[src/rtl/cmp_latch_pkg.sv]
package cmp_latch_pkg;
   localparam int CFG_W = 8;

   typedef struct packed {
      logic sel2;
      logic sel1;
      logic set_en1;
      logic rst_en2;
      logic sw_set;
      logic sw_rst;
      logic spare;
      logic ref_on;
   } cfg_t;
endpackage

[src/rtl/cmp_latch_sync.sv]
module cmp_latch_sync #(
   parameter int WIDTH  = 2,
   parameter int STAGES = 2
) (
   input  logic             clk,
   input  logic             rst_n,
   input  logic [WIDTH-1:0] d,
   output logic [WIDTH-1:0] q
);
   if (STAGES < 2) begin : g_bad_stages
      $error("cmp_latch_sync: STAGES must be at least 2");
   end
   if (WIDTH < 1) begin : g_bad_width
      $error("cmp_latch_sync: WIDTH must be at least 1");
   end

   for (genvar ch = 0; ch < WIDTH; ch++) begin : g_chan
      logic [STAGES-1:0] chain;
      always_ff @(posedge clk or negedge rst_n) begin
         if (!rst_n) chain <= '0;
         else        chain <= {chain[STAGES-2:0], d[ch]};
      end
      assign q[ch] = chain[STAGES-1];
   end
endmodule

[src/rtl/cmp_latch_regs.sv]
module cmp_latch_regs
   import cmp_latch_pkg::*;
#(
   parameter int DW = 8
) (
   input  logic          clk,
   input  logic          rst_n,
   input  logic          bus_sel,
   input  logic          bus_we,
   input  logic [DW-1:0] bus_wdata,
   output logic [DW-1:0] bus_rdata,
   output cfg_t          cfg,
   output logic          pulse_set,
   output logic          pulse_rst
);
   if (DW != CFG_W) begin : g_bad_dw
      $error("cmp_latch_regs: DW must equal CFG_W");
   end

   cfg_t wr_view;
   logic wr;
   cfg_t held;

   assign wr      = bus_sel & bus_we;
   assign wr_view = cfg_t'(bus_wdata);

   always_ff @(posedge clk or negedge rst_n) begin
      if (!rst_n) begin
         held      <= '0;
         pulse_set <= 1'b0;
         pulse_rst <= 1'b0;
      end else begin
         pulse_set <= wr & wr_view.sw_set;
         pulse_rst <= wr & wr_view.sw_rst;
         if (wr) begin
            held.sel2    <= wr_view.sel2;
            held.sel1    <= wr_view.sel1;
            held.set_en1 <= wr_view.set_en1;
            held.rst_en2 <= wr_view.rst_en2;
            held.ref_on  <= wr_view.ref_on;
         end
         held.sw_set <= 1'b0;
         held.sw_rst <= 1'b0;
         held.spare  <= 1'b0;
      end
   end

   assign cfg       = held;
   assign bus_rdata = DW'(held);

   AST_PULSE_SELF_CLEAR: assert property (@(posedge clk) disable iff (!rst_n)
      (pulse_set && !(wr && wr_view.sw_set)) |=> !pulse_set);
   AST_PULSE_R_SELF_CLEAR: assert property (@(posedge clk) disable iff (!rst_n)
      (pulse_rst && !(wr && wr_view.sw_rst)) |=> !pulse_rst);
   AST_NO_WRITE_HOLDS: assert property (@(posedge clk) disable iff (!rst_n)
      !wr |=> $stable(bus_rdata));
endmodule

[src/rtl/cmp_latch_core.sv]
module cmp_latch_core (
   input  logic clk,
   input  logic rst_n,
   input  logic c1,
   input  logic c2,
   input  logic set_en1,
   input  logic rst_en2,
   input  logic pulse_set,
   input  logic pulse_rst,
   output logic q
);
   logic want_set, want_rst;

   assign want_set = (set_en1 & c1) | pulse_set;
   assign want_rst = (rst_en2 & c2) | pulse_rst;

   always_ff @(posedge clk or negedge rst_n) begin
      if (!rst_n)        q <= 1'b0;
      else if (want_rst) q <= 1'b0;
      else if (want_set) q <= 1'b1;
   end

   AST_RESET_DOMINATES: assert property (@(posedge clk) disable iff (!rst_n)
      want_rst |=> !q);
   AST_SET_TAKES: assert property (@(posedge clk) disable iff (!rst_n)
      (want_set && !want_rst) |=> q);
   AST_IDLE_HOLDS: assert property (@(posedge clk) disable iff (!rst_n)
      (!want_set && !want_rst) |=> $stable(q));
endmodule

[src/rtl/cmp_latch_ctl.sv]
module cmp_latch_ctl
   import cmp_latch_pkg::*;
#(
   parameter int SYNC_STAGES = 2
) (
   input  logic       clk,
   input  logic       rst_n,
   input  logic       bus_sel,
   input  logic       bus_we,
   input  logic [7:0] bus_wdata,
   output logic [7:0] bus_rdata,
   input  logic       cmp1_in,
   input  logic       cmp2_in,
   input  logic       pin1_oe,
   input  logic       pin1_dir_out,
   input  logic       pin2_oe,
   input  logic       pin2_dir_out,
   output logic       pin1_out,
   output logic       pin1_drive,
   output logic       pin2_out,
   output logic       pin2_drive,
   output logic [1:0] cmp_status,
   output logic       ref_en
);
   localparam int NPINS = 2;

   cfg_t             cfg;
   logic             pulse_set, pulse_rst;
   logic [NPINS-1:0] cmp_sync;
   logic             latch_q;
   logic [NPINS-1:0] sel_v, oe_v, dir_v, out_v, drv_v;

   cmp_latch_sync #(.WIDTH(NPINS), .STAGES(SYNC_STAGES)) u_sync (
      .clk(clk), .rst_n(rst_n), .d({cmp2_in, cmp1_in}), .q(cmp_sync));

   cmp_latch_regs #(.DW(CFG_W)) u_regs (
      .clk(clk), .rst_n(rst_n), .bus_sel(bus_sel), .bus_we(bus_we),
      .bus_wdata(bus_wdata), .bus_rdata(bus_rdata), .cfg(cfg),
      .pulse_set(pulse_set), .pulse_rst(pulse_rst));

   cmp_latch_core u_core (
      .clk(clk), .rst_n(rst_n), .c1(cmp_sync[0]), .c2(cmp_sync[1]),
      .set_en1(cfg.set_en1), .rst_en2(cfg.rst_en2),
      .pulse_set(pulse_set), .pulse_rst(pulse_rst), .q(latch_q));

   assign sel_v = {cfg.sel2, cfg.sel1};
   assign oe_v  = {pin2_oe, pin1_oe};
   assign dir_v = {pin2_dir_out, pin1_dir_out};

   for (genvar p = 0; p < NPINS; p++) begin : g_pin
      assign out_v[p] = sel_v[p] ? latch_q : cmp_sync[p];
      assign drv_v[p] = oe_v[p] & dir_v[p];
   end

   assign pin1_out   = out_v[0];
   assign pin2_out   = out_v[1];
   assign pin1_drive = drv_v[0];
   assign pin2_drive = drv_v[1];
   assign cmp_status = cmp_sync;
   assign ref_en     = cfg.ref_on;

   AST_REF_FOLLOWS_WRITE: assert property (@(posedge clk) disable iff (!rst_n)
      (bus_sel && bus_we) |=> (ref_en == $past(bus_wdata[0])));
endmodule

[config.mk]
export PLATFORM = sky130hd
export DESIGN_NAME = cmp_latch_ctl
export DESIGN_NICKNAME = d
export VERILOG_FILES = /design/src/rtl/cmp_latch_pkg.sv /design/src/rtl/cmp_latch_sync.sv /design/src/rtl/cmp_latch_regs.sv /design/src/rtl/cmp_latch_core.sv /design/src/rtl/cmp_latch_ctl.sv
export SDC_FILE = /design/constraint.sdc
export NUM_CORES = 1
export LEC_CHECK = 0
export BUFFER_PORTS_ARGS = -buffer_cell sky130_fd_sc_hd__buf_2
export CAP_MARGIN = 10
export CORE_AREA = 3 3 40 42
export CTS_CLUSTER_DIAMETER = 120
export CTS_CLUSTER_SIZE = 16
export DETAILED_ROUTE_END_ITERATION = 16
export DIE_AREA = 0 0 43 45
export PLACE_DENSITY = 0.74
export SLEW_MARGIN = 20
export SYNTH_ARGS = -nofsm -noshare
export SYNTH_HDL_FRONTEND = slang
export SYNTH_HIERARCHICAL = 1
export SYNTH_SLANG_ARGS = --single-unit
[constraint.sdc]
create_clock -name clk -period 1.5 [get_ports clk]
set_input_delay 0.3 -clock clk [delete_from_list [all_inputs] [get_ports clk]]
set_output_delay 0.3 -clock clk [all_outputs]
set_load 0.02 [all_outputs]
==> results of run 1 <==
## layer usage
layer | up-vias | share of wire
met1 | 149 | 0.38
met2 | 23 | 0.47
li1 | 162 | -
met3 | 2 | 0.12
met4 | 0 | 0.025
met5 | - | 0
## stage by stage
stage / cells / cell area (um^2) / hold WS, ns / worst slack [ns]
6_report: 77 / 658 / 0.146 / 0.0722
5_1_grt: 77 / 658 / 0.141 / 0.0121
4_1_cts: 77 / 658 / 0.141 / 0.0608
3_5_place_dp: 72 / 612 / 0.185 / 0.358
3_3_place_gp: 72 / 612 / 0.178 / 0.367
2_1_floorplan: 39 / 528 / 0.00441 / 0.213
## power groups by stage
stage,Combinational [W],Sequential [W],Clock [W]
after global routing,0.000194,0.000388,0.000266
final,0.000179,0.000382,0.000248
after detailed placement,0.000180,0.000390,0
after CTS,0.000182,0.000383,0.000252
after floorplan,0.000126,0.000407,0
after global placement,0.000177,0.000387,0
## worst paths after layout
check | start | endpoint | slack (ns) | depth (start not counted)
worst max-delay path | u_regs/bus_rdata[6] | pin1_out | 0.07 | 2
min in group asynchronous | rst_n | u_regs/pulse_rst | 0.43 | 2
worst min-delay path | cmp1_in | u_sync/g_chan[0].chain[0] | 0.15 | 1
max in group asynchronous | rst_n | u_regs/bus_rdata[4] | 0.86 | 2
worst max register to register | u_regs/bus_rdata[5] | u_core/q | 0.70 | 2
worst min register to register | u_sync/g_chan[0].chain[0] | u_sync/g_chan[0].chain[1] | 0.35 | 0
## repair_timing
| item | in CTS | in global routing |
|---|---|---|
| hold buffers | 1 | 0 |
| endpoints found under the hold margin | 12 | 0 |
| resized for setup | 0 | 0 |
## critical path: stages (launching register included)
cell and delay, ns:
dfrtp_1 0.40, mux2_1 0.31, buf_2 0.16
## sequential cells by signal (all words and copies together) (netlist names)
name,flops
u_regs/bus_rdata,5
u_sync/g_chan.chain,4
u_core/q,1
u_regs/pulse_rst,1
u_regs/pulse_set,1
## layout make-up
| class | count | share of cell area |
|---|---|---|
| clock buffers | 4 | 0.0551 |
| repair buffers | 29 | 0.228 |
| flip-flops and latches | 12 | 0.456 |
| multi-input cells | 17 | 0.232 |
| well taps | 15 | 0.0285 |
==> impl_metrics.yaml, run 1 <==
run_status:
  outcome: "completed"
floorplan:
  die_w_um: 43
  fp.dieArea_mm2: 0.00194
  start_util: 0.405
  ios: 33
  core_area_mm2: 0.00128
  num_rows: 13
  die_h_um: 45
clock_network:
  cts_root_buffer: "clkbuf_4"
  cts.path.max_buffers: 2
  clock_latency_ns: 0.26
  postCtsSetupBuffers: 0
  cts_tree: "done"
  cts_made_buffers: 3
  path_clk_slew_ns: 0.08
  clock_sinks: 12
  htreeDepth: 1
yosys:
  yosys_warnings: 6
  synth.cell_area_um2: 520
  avgSynthCellArea_um2: 14.1
  syn_inst: 37
sta:
  fin_crit_sh: 0.952
  maxSlewViolCount: 0
  fin_crit_ns: 1.43
  setup_viol: 0
  tns_ns: 0
  final-hold-violation-count: 0
  max_freq_ghz: 0.700
  fin_skew_ns: 0.00471
  rsz0062_at_grt: "false"
global_routing:
  track_usage: 0.0960
  grt_antenna_before_repair: 0
  grt_pass1_wl_um: 1360
  overflow: 0
  grt_busiest_layer: "met2"
  grt_util_met1: 0.113
  grt_pass1_vias: 321
  use_met2: 0.162
  grtUsageMet3: 0.0120
  grt_max_degree: 13
setup_path:
  cp-end-kind: "output port"
  cp-start-kind: "flip-flop"
  path_max_fanout: 3
  crit_arrival_ns: 1.13
  cp.required_ns: 1.20
  critPathKind: "flip-flop to output port"
power:
  internal-power_w: 0.000586
  power_density_mw_per_mm2: 1230
  p_leak_nw: 0.348
  power_frac_seq: 0.472
  p_switching_w: 0.000224
  ir_worst_vdd_mv: 0.656
  comb_power_share: 0.221
  switching_share: 0.276
  power.total_w: 0.000809
  pwr-share-clk: 0.307
placement:
  dp.final_hpwl_um: 701
  port_buffers: 28
  gp_congestion: 0.619
finish:
  final_common_cell: "buf_2"
  drive_above_1_share: 0.694
  utilization: 0.512
  fin_nets: 81
  regArea_um2: 300
  multi_input_area_um2: 153
  syn_to_final_growth_pct: 26.4
  antenna_cells: 0
  fill_cells: 124
  final_cell_mix: "buf_2 (28), dfrtp_1 (12), mux2_2 (5)"
detailed_routing:
  post_drt_wl_per_cell_um: 11.0
  drc_errors: 0
  route.antenna.remaining_nets: 0
  drt-pass1-iter-count: 2
  drt_wl_total_um: 846
  via_count: 336
  drtIter0Drc: 4
  via_per_inst: 4.36
run:
  drv_cap: 0
min_path:
  min_path_type: "input port to flip-flop"
No activity file was read; power rests on OpenSTA's default activity.
==> run 2: changes to the inputs <==
--- a/config.mk
+++ b/config.mk
@@ -7,12 +7,12 @@
 export LEC_CHECK = 0
 export BUFFER_PORTS_ARGS = -buffer_cell sky130_fd_sc_hd__buf_2
 export CAP_MARGIN = 10
-export CORE_AREA = 3 3 40 42
+export CORE_MARGIN = 3
+export CORE_UTILIZATION = 36
 export CTS_CLUSTER_DIAMETER = 120
 export CTS_CLUSTER_SIZE = 16
 export DETAILED_ROUTE_END_ITERATION = 16
-export DIE_AREA = 0 0 43 45
-export PLACE_DENSITY = 0.74
+export PLACE_DENSITY = 0.69
 export SLEW_MARGIN = 20
 export SYNTH_ARGS = -nofsm -noshare
 export SYNTH_HDL_FRONTEND = slang
==> constraint.sdc (replaced) <==
create_clock -name clk -period 1.3 [get_ports clk]
set_input_delay 0.26 -clock clk [delete_from_list [all_inputs] [get_ports clk]]
set_output_delay 0.26 -clock clk [all_outputs]
set_load 0.02 [all_outputs]
==> impl_metrics.yaml, run 2 (synthesized netlist as in run 1, its figures left out) <==
run_status:
  outcome: "finished, violations left"
  failed_checks: "negative setup slack"
sta:
  whs_ns: 0.104
  rsz0062_at_grt: "true"
  final-hold-violation-count: 0
  max_freq_ghz: 0.734
  setup_ws_ns: -0.0616
  fin_skew_ns: 0.00777
  setup_viol: 2
  maxSlewViolCount: 0
  fin_crit_sh: 1.05
  fin_crit_ns: 1.36
detailed_routing:
  post_drt_wl_per_cell_um: 10.8
  route.antenna.remaining_nets: 0
  drt_wl_total_um: 843
  via_per_inst: 4.31
  drtIter0Drc: 0
  drt-pass1-iter-count: 1
  drc_errors: 0
  via_count: 336
placement:
  gp_congestion: 0.644
  port_buffers: 28
  dp.final_hpwl_um: 688
clock_network:
  cts_made_buffers: 3
  cts.path.max_buffers: 2
  htreeDepth: 1
  path_clk_slew_ns: 0.08
  cts_root_buffer: "clkbuf_4"
  clock_latency_ns: 0.26
  cts_tree: "done"
  clock_sinks: 12
global_routing:
  grt_max_degree: 13
  grt_pass1_vias: 311
  overflow: 0
  track_usage: 0.0980
  grt_antenna_before_repair: 0
  grt_pass1_wl_um: 1320
finish:
  final_cell_mix: "buf_2 (26), dfrtp_1 (12), mux2_2 (5)"
  fin_nets: 82
  final_common_cell: "buf_2"
  syn_to_final_growth_pct: 31.0
  largest_register_ffs: 5
  antenna_cells: 0
  fill_cells: 135
  drive_above_1_share: 0.714
setup_path:
  worstReg2RegStart: "u_regs/bus_rdata[6]"
  cp-start-kind: "flip-flop"
  reg2regPathDepth: 2
  r2r_slack_ns: 0.40
  path_max_fanout: 3
  cp.required_ns: 1.04
  rr_endpoint: "u_regs/bus_rdata[6]"
  crit_arrival_ns: 1.10
  startpoint: "u_regs/bus_rdata[7]"
  critPathKind: "flip-flop to output port"
  cp-end-kind: "output port"
  crit_end: "pin2_out"
power:
  comb_power_share: 0.246
  ir_worst_vdd_mv: 0.525
  power_density_mw_per_mm2: 1410
  power_frac_seq: 0.459
  pwr-share-clk: 0.295
  p_leak_nw: 0.360
  internal-power_w: 0.000701
  switching_share: 0.270
  power.total_w: 0.000960
  p_switching_w: 0.000259
floorplan:
  ios: 33
  start_util: 0.390
  core_area_mm2: 0.00133
  num_rows: 13
  fp.dieArea_mm2: 0.00194
  die_w_um: 44.0
  die_h_um: 44.0
min_path:
  holdPathStages: 1
  min_path_type: "input port to flip-flop"
run:
  drv_cap: 0
-- run 2: cell types whose count changed in the layout (fill, tap and decap cells not counted) --
| cell | before | now |
|---|---|---|
| buf_2 | 28 | 26 |
| buf_4 | 0 | 1 |
| buf_6 | 0 | 2 |
| mux2_1 | 1 | 0 |
| mux2_4 | 1 | 2 |
-- run 2: cell type report --
class	count	area (um^2)	area share
well taps	15	18.8	0.0275
repair buffers	30	170	0.250
flip-flops and latches	12	300	0.440
multi-input cells	17	156	0.229
clock buffers	4	36.3	0.0532
-- run 2: worst min path at each step --
stage                                      to  slack, ns    start
global placement    u_sync/g_chan[1].chain[1]       0.14    rst_n
finish              u_sync/g_chan[1].chain[0]       0.10  cmp2_in
detailed placement  u_sync/g_chan[0].chain[1]       0.15    rst_n
floorplan                            u_core/q      -0.04    rst_n
CTS                 u_sync/g_chan[1].chain[0]       0.09  cmp2_in
global route        u_sync/g_chan[1].chain[0]       0.08  cmp2_in
-- run 2: power by group through the flow --
| stage | registers, W | clock network [W] | logic (W) |
|---|---|---|---|
| after floorplan | 0.000469 | 0 | 0.000145 |
| after global placement | 0.000448 | 0 | 0.000203 |
| after detailed placement | 0.000449 | 0 | 0.000207 |
| after CTS | 0.000442 | 0.000298 | 0.000240 |
| after global routing | 0.000447 | 0.000320 | 0.000253 |
| final | 0.000441 | 0.000283 | 0.000236 |
-- run 2: per-layer routing --
layer,share of wire,vias to the layer above,global-route usage
li1,-,165,-
met1,0.36,152,0.107
met2,0.51,17,0.151
met3,0.098,2,0.0163
met4,0.023,0,0.108
met5,0,-,0
-- run 2: timing repair --
item	in CTS	in global routing
setup endpoints to repair	2	2
hold endpoints to repair	12	0
setup buffers	1	0
resized for setup	5	0
hold buffers	1	0
pin swaps	0	0
-- run 2: worst max-delay path, stage by stage (launching register included) --
cell     delay [ns]
dfrtp_1        0.40
mux2_4         0.30
buf_6          0.13
-- run 2: per-stage QoR --
stage	setup TNS, ns	instances	setup slack, ns	instance area (um^2)	utilization
floorplan	0	39	0.0531	528	-
global placement	0	72	0.204	612	0.459
detailed placement	0	72	0.198	612	0.459
CTS	-0.160	78	-0.0801	682	0.511
global route	-0.222	78	-0.123	682	0.511
finish	-0.123	78	-0.0616	682	0.511
